[src/rtl/qfs_pkg.sv]
// Shared types and decode functions for the frame sequencer.
// Assumes phase enum order equals the fixed on-wire phase order.
package qfs_pkg;
    typedef enum logic [2:0] {PH_INST, PH_ADDR, PH_OPT, PH_DUMMY, PH_DATA, PH_END} phase_t;
    typedef enum logic [1:0] {S_IDLE, S_LAUNCH, S_SHIFT, S_DWAIT} state_t;
    typedef logic [1:0] lw_t;   // log2 of lanes in use

    // Lane count (log2) for one phase under a width code.
    function automatic lw_t lane_log2(input logic [2:0] wcode, input phase_t ph);
        lw_t r;
        r = 2'd0;
        case (ph)
            PH_INST: if (wcode == 3'd6) r = 2'd2;
            PH_ADDR, PH_OPT: begin
                if (wcode == 3'd3) r = 2'd1;
                else if (wcode == 3'd4 || wcode == 3'd6) r = 2'd2;
            end
            PH_DATA: begin
                if (wcode == 3'd3) r = 2'd1;
                else if (wcode == 3'd2 || wcode == 3'd4 || wcode == 3'd6) r = 2'd2;
            end
            default: r = 2'd0;
        endcase
        return r;
    endfunction

    // First enabled phase at or after index 'from'; en5 bit i enables phase i.
    function automatic phase_t pick_phase(input logic [2:0] from, input logic [4:0] en5);
        phase_t r;
        r = PH_END;
        for (int i = 4; i >= 0; i--)
            if (i >= int'(from) && en5[i]) r = phase_t'(3'(i));
        return r;
    endfunction

    // Serial bit length of a shifted field.
    function automatic int phase_bits(input phase_t ph);
        case (ph)
            PH_ADDR: return 24;
            PH_INST, PH_OPT, PH_DATA: return 8;
            default: return 0;
        endcase
    endfunction
endpackage

[src/rtl/qfs_sck.sv]
// Serial clock generator: one SCK period is 2*HALF system clocks.
// While run is low the clock is parked low and the divider is cleared,
// so every beat starts with a full low half. rise/fall flag the cycle
// at whose end SCK goes high / low.
module qfs_sck #(
    parameter int HALF = 2
) (
    input  logic clk,
    input  logic rst_n,
    input  logic run,
    output logic sck,
    output logic rise,
    output logic fall
);
    localparam int CW = (HALF > 1) ? $clog2(HALF) : 1;

    logic [CW-1:0] cnt;
    logic          at_top;

    assign at_top = (cnt == CW'(HALF - 1));
    assign rise   = run && !sck && at_top;
    assign fall   = run && sck && at_top;

    // Divider counter and clock toggle.
    always_ff @(posedge clk) begin
        if (!rst_n || !run) begin
            cnt <= '0;
            sck <= 1'b0;
        end else if (at_top) begin
            cnt <= '0;
            sck <= ~sck;
        end else begin
            cnt <= cnt + 1'b1;
        end
    end

    assert_rise_gives_high_R2: assert property (@(posedge clk) disable iff (!rst_n)
        rise |=> sck);
    assert_fall_gives_low_R2: assert property (@(posedge clk) disable iff (!rst_n)
        fall |=> !sck);
endmodule

[src/rtl/qfs_lanes.sv]
// Lane shifter: a left-justified 32-bit transmit register whose top
// bits feed the lanes, and an 8-bit receive register filled on each
// sample strobe. Load has priority over shift.
module qfs_lanes
    import qfs_pkg::*;
(
    input  logic        clk,
    input  logic        rst_n,
    input  logic        load,
    input  logic [31:0] load_val,
    input  logic        shift,
    input  logic        sample,
    input  lw_t         lw,
    input  logic [3:0]  io_in,
    output logic [3:0]  tx_lanes,
    output logic [7:0]  rx_byte
);
    logic [31:0] sr;

    // Transmit register: load a field or advance by one lane group.
    always_ff @(posedge clk) begin
        if (!rst_n)     sr <= '0;
        else if (load)  sr <= load_val;
        else if (shift) begin
            case (lw)
                2'd0:    sr <= {sr[30:0], 1'b0};
                2'd1:    sr <= {sr[29:0], 2'b0};
                default: sr <= {sr[27:0], 4'b0};
            endcase
        end
    end

    // Receive register: shift in one lane group per rising SCK.
    always_ff @(posedge clk) begin
        if (!rst_n)      rx_byte <= '0;
        else if (sample) begin
            case (lw)
                2'd0:    rx_byte <= {rx_byte[6:0], io_in[1]};
                2'd1:    rx_byte <= {rx_byte[5:0], io_in[1:0]};
                default: rx_byte <= {rx_byte[3:0], io_in};
            endcase
        end
    end

    // Highest pending bit lands on the highest lane in use.
    always_comb begin
        case (lw)
            2'd0:    tx_lanes = {3'b000, sr[31]};
            2'd1:    tx_lanes = {2'b00, sr[31:30]};
            default: tx_lanes = sr[31:28];
        endcase
    end

    assert_edges_apart_R2: assert property (@(posedge clk) disable iff (!rst_n)
        $onehot0({sample, shift}));
endmodule

[src/rtl/qfs_ctrl.sv]
// Phase controller: walks the enabled phases in fixed order, counts
// beats per phase, runs the data byte loop until the last-transfer
// strobe, and owns chip select, lane enables and the end flag.
// Assumes fall pulses come from qfs_sck while run is high.
module qfs_ctrl
    import qfs_pkg::*;
#(
    parameter int DUMMY_W = 8
) (
    input  logic               clk,
    input  logic               rst_n,
    input  logic               desc_we,
    input  logic [2:0]         fmt_width,
    input  logic [3:0]         fmt_en,      // {data, opt, addr, inst}
    input  logic               fmt_wr,
    input  logic [DUMMY_W-1:0] fmt_dummy,
    input  logic [7:0]         desc_inst,
    input  logic [23:0]        desc_addr,
    input  logic [7:0]         desc_opt,
    input  logic [7:0]         tx_data,
    input  logic               tx_valid,
    output logic               tx_ready,
    output logic               rx_valid,
    input  logic               last_xfer,
    input  logic               fall,
    output logic               run,
    output logic               load,
    output logic               shift,
    output logic [31:0]        load_val,
    output lw_t                lw,
    output logic               cs_n,
    output logic               eoi,
    output logic [3:0]         io_oe
);
    localparam int BW = (DUMMY_W > 5) ? DUMMY_W : 5;

    state_t             st;
    phase_t             ph, tgt;
    logic [BW-1:0]      beats;
    logic [2:0]         wcode;
    logic [4:0]         en5;
    logic               wr, last_pend;
    logic [7:0]         inst_q, opt_q;
    logic [23:0]        addr_q;
    logic [DUMMY_W-1:0] dcnt_q;
    logic               adv, enter, take;
    logic [2:0]         from;
    lw_t                tgt_lw;
    logic [3:0]         mask;

    // Next-phase selection and shifter load control.
    always_comb begin
        adv    = (st == S_SHIFT) && fall && (beats == BW'(1));
        from   = (st == S_LAUNCH) ? 3'd0 : 3'(ph) + 3'd1;
        tgt    = pick_phase(from, en5);
        enter  = (st == S_LAUNCH) || (adv && ph != PH_DATA);
        tgt_lw = lane_log2(wcode, tgt);
        take   = (st == S_DWAIT) && !last_pend && wr && tx_valid;
        load   = take || (enter && (tgt == PH_INST || tgt == PH_ADDR || tgt == PH_OPT));
        case (tgt)
            PH_INST: load_val = {inst_q, 24'h0};
            PH_ADDR: load_val = {addr_q, 8'h0};
            PH_OPT:  load_val = {opt_q, 24'h0};
            default: load_val = {tx_data, 24'h0};
        endcase
    end

    assign tx_ready = take;
    assign shift    = fall;
    assign run      = (st == S_SHIFT);
    assign rx_valid = adv && (ph == PH_DATA) && !wr;

    // Lane enables: driven phases only, never dummy or read data.
    always_comb begin
        case (lw)
            2'd0:    mask = 4'b0001;
            2'd1:    mask = 4'b0011;
            default: mask = 4'b1111;
        endcase
        io_oe = 4'b0000;
        if (st == S_SHIFT &&
            (ph == PH_INST || ph == PH_ADDR || ph == PH_OPT || (ph == PH_DATA && wr)))
            io_oe = mask;
    end

    // Frame state, beat count, phase entry and end-of-frame handling.
    always_ff @(posedge clk) begin
        if (!rst_n) begin
            st <= S_IDLE;  ph <= PH_END;  beats <= '0;  lw <= 2'd0;
            cs_n <= 1'b1;  eoi <= 1'b0;   last_pend <= 1'b0;
            wcode <= '0;   en5 <= '0;     wr <= 1'b0;
            inst_q <= '0;  addr_q <= '0;  opt_q <= '0;  dcnt_q <= '0;
        end else begin
            if (st != S_IDLE && last_xfer) last_pend <= 1'b1;
            case (st)
                S_IDLE: if (desc_we) begin
                    wcode <= fmt_width;
                    en5 <= {fmt_en[3], fmt_dummy != '0, fmt_en[2:0]};
                    wr <= fmt_wr;  dcnt_q <= fmt_dummy;
                    inst_q <= desc_inst;  addr_q <= desc_addr;  opt_q <= desc_opt;
                    eoi <= 1'b0;  cs_n <= 1'b0;  last_pend <= 1'b0;
                    st <= S_LAUNCH;
                end
                S_SHIFT: if (fall) begin
                    if (beats != BW'(1))  beats <= beats - 1'b1;
                    else if (ph == PH_DATA) st <= S_DWAIT;
                end
                S_DWAIT: begin
                    if (last_pend) begin
                        st <= S_IDLE;  cs_n <= 1'b1;  eoi <= 1'b1;  ph <= PH_END;
                    end else if (!wr || tx_valid) begin
                        st <= S_SHIFT;
                        beats <= BW'(8 >> lw);
                    end
                end
                default: ;
            endcase
            if (enter) begin
                ph <= tgt;
                lw <= tgt_lw;
                case (tgt)
                    PH_DATA:  st <= S_DWAIT;
                    PH_END:   begin st <= S_IDLE; cs_n <= 1'b1; eoi <= 1'b1; end
                    PH_DUMMY: begin st <= S_SHIFT; beats <= BW'(dcnt_q); end
                    default:  begin st <= S_SHIFT; beats <= BW'(phase_bits(tgt) >> tgt_lw); end
                endcase
            end
        end
    end

    assert_dummy_released_R5: assert property (@(posedge clk) disable iff (!rst_n)
        (st == S_SHIFT && ph == PH_DUMMY) |-> (io_oe == 4'b0000));
    assert_read_only_in_read_R8: assert property (@(posedge clk) disable iff (!rst_n)
        rx_valid |-> (!wr && io_oe == 4'b0000));
    assert_eoi_sticky_R9: assert property (@(posedge clk) disable iff (!rst_n)
        (eoi && !desc_we) |=> eoi);
    assert_take_in_frame_R7: assert property (@(posedge clk) disable iff (!rst_n)
        tx_ready |-> !cs_n);
endmodule

[src/rtl/qfs_frame_seq.sv]
// Top of the frame sequencer: splits the descriptor word, and joins
// the clock divider, lane shifter and phase controller.
// Assumes SCK_DIV is even and at least 2.
module qfs_frame_seq
    import qfs_pkg::*;
#(
    parameter int SCK_DIV = 4
) (
    input  logic        clk,
    input  logic        rst_n,
    input  logic        desc_we,
    input  logic [23:0] desc_fmt,
    input  logic [7:0]  desc_inst,
    input  logic [23:0] desc_addr,
    input  logic [7:0]  desc_opt,
    input  logic [7:0]  tx_data,
    input  logic        tx_valid,
    output logic        tx_ready,
    output logic [7:0]  rx_data,
    output logic        rx_valid,
    input  logic        last_xfer,
    output logic        eoi,
    output logic        sck,
    output logic        cs_n,
    output logic [3:0]  io_out,
    output logic [3:0]  io_oe,
    input  logic [3:0]  io_in
);
    localparam int HALF    = SCK_DIV / 2;
    localparam int DUMMY_W = 8;

    logic        run, rise, fall, load, shift;
    logic [31:0] load_val;
    lw_t         lw;
    logic        fmt_unused;

    assign fmt_unused = ^{desc_fmt[3], desc_fmt[12:8], desc_fmt[15:14]};

    qfs_sck #(.HALF(HALF)) u_sck (
        .clk(clk), .rst_n(rst_n), .run(run), .sck(sck), .rise(rise), .fall(fall)
    );

    qfs_lanes u_lanes (
        .clk(clk), .rst_n(rst_n), .load(load), .load_val(load_val), .shift(shift),
        .sample(rise), .lw(lw), .io_in(io_in), .tx_lanes(io_out), .rx_byte(rx_data)
    );

    qfs_ctrl #(.DUMMY_W(DUMMY_W)) u_ctrl (
        .clk(clk), .rst_n(rst_n), .desc_we(desc_we),
        .fmt_width(desc_fmt[2:0]), .fmt_en(desc_fmt[7:4]), .fmt_wr(desc_fmt[13]),
        .fmt_dummy(desc_fmt[23:16]),
        .desc_inst(desc_inst), .desc_addr(desc_addr), .desc_opt(desc_opt),
        .tx_data(tx_data), .tx_valid(tx_valid), .tx_ready(tx_ready),
        .rx_valid(rx_valid), .last_xfer(last_xfer), .fall(fall),
        .run(run), .load(load), .shift(shift), .load_val(load_val), .lw(lw),
        .cs_n(cs_n), .eoi(eoi), .io_oe(io_oe)
    );

    assert_clock_parked_R2: assert property (@(posedge clk) disable iff (!rst_n)
        cs_n |-> !sck);
    assert_eoi_with_cs_R9: assert property (@(posedge clk) disable iff (!rst_n)
        $rose(eoi) |-> cs_n);
endmodule

[config.mk]
export PLATFORM = sky130hd
export DESIGN_NAME = qfs_frame_seq
export DESIGN_NICKNAME = d
export VERILOG_FILES = /design/src/rtl/qfs_pkg.sv /design/src/rtl/qfs_sck.sv /design/src/rtl/qfs_lanes.sv /design/src/rtl/qfs_ctrl.sv /design/src/rtl/qfs_frame_seq.sv
export SDC_FILE = /design/constraint.sdc
export NUM_CORES = 1
export LEC_CHECK = 0
export BUFFER_PORTS_ARGS = -buffer_cell sky130_fd_sc_hd__buf_4
export CAP_MARGIN = 20
export CELL_PAD_IN_SITES_DETAIL_PLACEMENT = 0
export CELL_PAD_IN_SITES_GLOBAL_PLACEMENT = 1
export CORE_MARGIN = 4
export CORE_UTILIZATION = 47
export CTS_BUF_LIST = sky130_fd_sc_hd__clkbuf_8
export DETAILED_ROUTE_END_ITERATION = 10
export GPL_TIMING_DRIVEN = 0
export PLACE_DENSITY_LB_ADDON = 0.25
export SETUP_SLACK_MARGIN = 0.05
export SLEW_MARGIN = 0
export SYNTH_ARGS = -nofsm -noshare
export SYNTH_HDL_FRONTEND = slang
export SYNTH_HIERARCHICAL = 1
export SYNTH_SLANG_ARGS = --single-unit
[constraint.sdc]
create_clock -name clk -period 6.2 [get_ports clk]
set_clock_uncertainty 0.1 [all_clocks]
set_input_delay 0.62 -clock clk [delete_from_list [all_inputs] [get_ports clk]]
set_output_delay 0.62 -clock clk [all_outputs]
set_load 0.05 [all_outputs]
Word level (Yosys, flattened, before mapping)
Index checks and enable logic that the tools add are counted.

$add $sub $neg: 3. Order comparisons: 5. Eq/ne operators: 24. Shift-type cells: 2. Multiplexer cells: 56. Bitwise logic cells: 1. Reduce and logical (&&, ||, !) cells: 56.

Operators by type and width (count): $mux 32 (5); $pmux 32 s3 (1); $pmux 32 s2 (1); $pmux 8 s2 (3); $mux 8 (5); $shr 32x2->8 (1); $mux 2 (12); $mux 3 (8); $logic_and 1x1->1 (21); $pmux 4 s2 (2); $eq 3x2->1 const B (5); $eq 3x3->1 const B (5); $logic_or 1x1->1 (12); $mux 1 (12); $pmux 2 s3 (2); $pmux 5 s2 (1); $eq 8x1->1 const B (1); $ne 8x1->1 const B (1); $reduce_bool 2->1 (4); $reduce_bool 8->1 (1); $shr 4x2->8 const A (1); $sub 8x1->8 const B (1); $eq 3x1->1 const B (2); $ge 1x3->1 const A (2); other kinds (22) (38).

Bits in registers: 117. Bits of input ports: 81. Output and inout port bits: 21.

Logic depth before layout (Yosys ltp)
Depth in word-level cells: 18. Depth in mapped cells: 14. Depth with buffers taken out: 9.

Cells and area by module
The synthesis kept the hierarchy.

Modules (own cells, without submodules): qfs_ctrl (instances 1, cells an instance 519, area each 3938.8 sq um, sequential area each 1501.4 sq um); qfs_lanes (instances 1, cells an instance 274, area each 2383.5 sq um, sequential area each 800.8 sq um); qfs_sck (instances 1, cells an instance 9, area each 75.1 sq um, sequential area each 40.0 sq um).

Worst setup path before layout
Ideal clock, no wire load.

Path kind: register to output. From: reg u_sck.sck. To: out rx_valid. Data arrival time: 2.545 ns. Setup slack: 2.935 ns. Stages on the path, launching flop included: 4. Buffers on the path: 0. Cells stage by stage: dfxtp_1 > and3_2 > nand2_1 > nor4_1.

Cells in the longest elaborated chain, start to end: 6.

Ends and longest elaborated chain: start, declared (line qfs_sck.sv:11) `output logic sck,`; start signal, assigned (line qfs_sck.sv:31) `sck <= ~sck;`; $logic_and 1x1->1 (2 in series) (line qfs_sck.sv:22) `assign fall = run && sck && at_top;`; via fall (line qfs_frame_seq.sv:32) `logic run, rise, fall, load, shift;`; $logic_and 1x1->1 (2 in series) (line qfs_ctrl.sv:53) `adv = (st == S_SHIFT) && fall && (beats == BW'(1));`; $logic_and 1x1->1 (2 in series) (line qfs_ctrl.sv:71) `assign rx_valid = adv && (ph == PH_DATA) && !wr;`; end, declared (line qfs_frame_seq.sv:20) `output logic rx_valid,`.

The timed path passes the listed nets, and every way through them passes these cells.

Worst setup path after layout
From: reg u_ctrl.ph[0]. To: reg u_lanes.sr[21].

Cells in the longest elaborated chain, start to end: 15. Elaborated cells between the ends (all ways): 30.

Ends and longest elaborated chain: start, declared (line qfs_ctrl.sv:38) `phase_t ph, tgt;`; start signal, assigned (line qfs_ctrl.sv:119) `ph <= tgt;`; $add 3x1->3 (line qfs_ctrl.sv:54) `from = (st == S_LAUNCH) ? 3'd0 : 3'(ph) + 3'd1;`; $mux 3 (line qfs_ctrl.sv:54); $ge 3x3->1 (line qfs_pkg.sv:32) `if (i >= int'(from) && en5[i]) r = phase_t'(3'(i));`; $logic_and 1x1->1 (line qfs_pkg.sv:32); $mux 1 (line qfs_pkg.sv:32); $mux 3 (4 in series) (line qfs_pkg.sv:32); $eq 3x1->1 or $logic_not 3->1 (tied branches) (line qfs_ctrl.sv:59) `load = take || (enter && (tgt == PH_INST || tgt == PH_ADDR || tgt == PH_OPT));`; $logic_or 1x1->1 (2 in series) (line qfs_ctrl.sv:59); $logic_and 1x1->1 * (line qfs_ctrl.sv:59); $logic_or 1x1->1 * (line qfs_ctrl.sv:59); via load (line qfs_frame_seq.sv:32); $mux 32 or $reduce_bool 2->1 (tied branches); end signal, assigned (line qfs_lanes.sv:23) `else if (load) sr <= load_val;`; end signal, assigned (line qfs_lanes.sv:26) `2'd0: sr <= {sr[30:0], 1'b0};`; end signal, assigned (line qfs_lanes.sv:27) `2'd1: sr <= {sr[29:0], 2'b0};`; end, declared (line qfs_lanes.sv:18) `logic [31:0] sr;`.

The timed path passes the listed nets; every way through them passes the cells marked *. A chain may end at the register's enable or synchronous reset.

==> results by group <==
Global routing
  – Largest net degree at the start of global routing: 17
  – Number of global-route vias before repair: 6179
  – Routing usage on met3: 0.04503
  – Gr busiest metal: met2
  – M1 GR Usage: 0.3342
  – Total global-route track usage: 0.2390
  – Initial antenna violation count: 0
  – Global-route wire length before repair: 30870 microns
  – Gr ovfl total: 0
  – GR Layer Usage met2: 0.3740

Clock tree
  – H-Tree Depth: 4
  – Post_cts resized: 0
  – Inserted Clock Buffers: 17
  – Post-CTS setup buffer count: 0
  – TritonCTS clock tree: yes
  – Sink Count: 117
  – CTS Buffer Depth: 2
  – Clock slew at reported path FFs: 0.07 ns
  – CTS root buf: clkbuf_8
  – Clk Latency, worst-skew pair: roughly 0.43 ns
  – Hold_buf cts: 0

STA
  – RSZ-0062 raised after global routing: no
  – Min cycle time layout: 3.536 ns
  – Max Freq: 282.8 MHz
  – Hold violation total from the final report: 0
  – Final setup viols: 0
  – Fin. max-slew vios: 0
  – Final Hold Slack: between 0.3 and 0.4 ns
  – Slew at the pin closest to its max-slew limit: 0.7704 ns
  – Setup TNS: 0 ns
  – Fin crit share: 0.5704
  – Max-slew headroom: 0.4796

Floorplan
  – Die H: about 120 microns
  – Die Wd: 124.7 microns
  – Total I/O pin count: 102
  – Initial core utilization: 0.4812
  – Core area: 13300 sq um
  – Row count: 42
  – Die ar.: approximately 16000 sq um

Placed design
  – Port Buffer Count: 93
  – Placed Area: ~7300 sq um
  – Placed wire-length estimate: approximately 14000 microns
  – GPL Wtd Cong: 0.8736

Job
  – Max_cap viols: 0

Final layout
  – Area Growth Syn to Fin: 22.24%
  – Fin area: 7820 sq um
  – Layout cell share with drive strength beyond 1: 0.1906
  – Commonest cells after routing, fill and taps aside: 136 x nand2_1, 117 x dfxtp_1, 104 x buf_4
  – Nets@finish: 1013
  – Commonest non-fill, non-tap cell in the layout: nand2_1
  – Antenna Cells: 0

Yosys
  – Number of flops mapped to enable cells by yosys: 0
  – Seq cells post-synth: 117
  – Primary FF master, synth: dfxtp_1
  – Synth warn: 6
  – Syn avg cell area: between 7 and 8 sq um
  – Cells after synthesis: approximately 800
  – Sequential fraction of the synthesis area: 0.3661
  – Async SR Flop Fraction: 0
  – Synth cell types: 69
  – Mapped cell area: between 6000 and 7000 sq um

Routing
  – Vias per Instance: 5.621
  – Final ANT Viol Nets: 0
  – WL per Instance: 16.86 microns
  – Initial DRC Count: 425
  – Drt pass-1 iters: 5
  – Drt drc: 0
  – Via count: 6239
  – DRT Wirelength: 18710 microns

Power
  – PwrDens: ~330 nW/um^2
  – P_leak: between 3 and 4 nW
  – Peak VDD IR: around 0.00017 V

Critical path
  – Top delay family on crit path: buffers and inverters
  – Worst EP required: roughly 6.4 ns
  – CP bufs+invs: 6
  – Reg-to-Reg Start: u_ctrl/ph[0]$_SDFFE_PN1P_
  – Worst path cell trace: inv_1 -> ha_1 -> nor2b_1 -> o31ai_4 -> nand2b_1 -> buf_6 -> clkbuf_1 -> a21o_1 -> buf_4 -> inv_2 -> clkbuf_1 -> o21ai_0 -> a211oi_1
  – CP most frequent cell: clkbuf_1
  – Crit end category: register
  – Critical path class: register to register
  – Worst Path Max Fanout: 10
  – Arr. time, crit path: 3.77 ns
  – CP max stage delay: roughly 0.45 ns
  – Slowest library cell on the worst path: dfxtp_1
  – CP startpoint: u_ctrl/ph[0]$_SDFFE_PN1P_
  – Startpoint Class: register

Outcome
  – Outcome: finished, final reports clean

Hold path
  – Min-Delay Startpoint: desc_inst[6]
  – Hold Crit Class: input pin to register
stage by stage:
stage / setup WS, ns / power (mW) / utilization / instances
2_1_floorplan: 2.935 / 1.494 / - / 809
3_3_place_gp: 2.800 / 1.714 / 0.5522 / 1078
3_5_place_dp: 2.741 / 1.735 / 0.5522 / 1078
4_1_cts: 2.699 / 2.567 / 0.5882 / 1110
5_1_grt: 2.328 / 2.718 / 0.5882 / 1110
6_report: 2.664 / 2.569 / 0.5882 / 1110
worst reg2reg max path: stages, from the launching register on:
cell and delay, ns:
dfxtp_1 0.45, inv_1 0.13, ha_1 0.39, nor2b_1 0.34, o31ai_4 0.12, nand2b_1 0.17, buf_6 0.15, clkbuf_1 0.23
a21o_1 0.22, buf_4 0.16, inv_2 0.11, clkbuf_1 0.41, o21ai_0 0.17, a211oi_1 0.27
cell usage after synthesis (all sizes together) (3+ instances only):
master / n / area share
a211oi: 34 / 0.044
a21o: 5 / 0.0059
a21oi: 83 / 0.065
a221o: 3 / 0.0047
a221oi: 5 / 0.0088
a222oi: 9 / 0.014
a31oi: 7 / 0.0068
and2: 24 / 0.023
and3: 3 / 0.0031
buf: 29 / 0.035
clkbuf: 36 / 0.022
dfxtp: 117 / 0.37
ha: 11 / 0.022
inv: 17 / 0.010
mux2i: 32 / 0.050
nand2: 136 / 0.080
nand2b: 7 / 0.0072
nand3: 5 / 0.0039
nand3b: 10 / 0.014
nor2: 35 / 0.022
nor2b: 18 / 0.018
nor3: 5 / 0.0057
nor3b: 3 / 0.0035
nor4: 6 / 0.0068
o211ai: 4 / 0.0055
o21ai: 92 / 0.072
o2bb2ai: 3 / 0.0041
or3: 30 / 0.029
routing by layer:
| layer | part of all wire | up-vias |
|---|---|---|
| met5 | 0 | - |
| li1 | - | 3094 |
| met1 | 0.47 | 2884 |
| met2 | 0.45 | 238 |
| met3 | 0.068 | 23 |
| met4 | 0.015 | 0 |
cell type report:
class                           instances  area, sq um
Tap cell                              176        220.2
Sequential cell                       117         2342
Multi-Input combinational cell        610         3655
Inverter                               17        63.81
Clock inverter                         10        175.2
Buffer                                 65        362.8
Clock buffer                           22        302.8
Timing Repair Buffer                   93        698.2
Fill cell                            1243         5475
flip-flops by register name, indices dropped and copies added (netlist names), 2 cells and up:
name,flops
u_ctrl/dcnt_q,8
u_lanes/sr,32
u_lanes/rx_byte,8
u_ctrl/ph,3
u_ctrl/st,2
u_ctrl/en5,5
u_ctrl/opt_q,8
u_ctrl/beats,8
u_ctrl/wcode,3
u_ctrl/addr_q,24
u_ctrl/lw,2
u_ctrl/inst_q,8
final timing paths:
| kind | end | slack (ns) | cells past startpoint |
|---|---|---|---|
| worst max-delay path | u_lanes/sr[21]$_SDFFE_PN0P_ | 2.66 | 13 |
| worst min-delay path | u_ctrl/inst_q[6]$_SDFFE_PN0P_ | 0.33 | 3 |
| worst max register to register | u_lanes/sr[21]$_SDFFE_PN0P_ | 2.66 | 13 |
| worst min register to register | u_ctrl/addr_q[10]$_SDFFE_PN0P_ | 0.35 | 2 |
cells by family (layout without fill, tap and decap cells):
family | after synthesis | after routing | synth area share
xor+xnor | 3 | 3 | 0.004108
buf+inv | 82 | 207 | 0.06669
mux | 34 | 34 | 0.05359
flops | 117 | 117 | 0.3661
fa+ha+maj | 11 | 11 | 0.02151
compound gates | 265 | 265 | 0.2605
simple gates | 289 | 289 | 0.2269
other cells | 1 | 8 | 0.0005862
power by group:
part | total [mW] | internal, mW | switching, mW
sequential | 0.953 | 0.862 | 0.0913
clock | 0.833 | 0.529 | 0.305
combinational | 0.783 | 0.282 | 0.501
No activity file was read; power rests on OpenSTA's default activity.
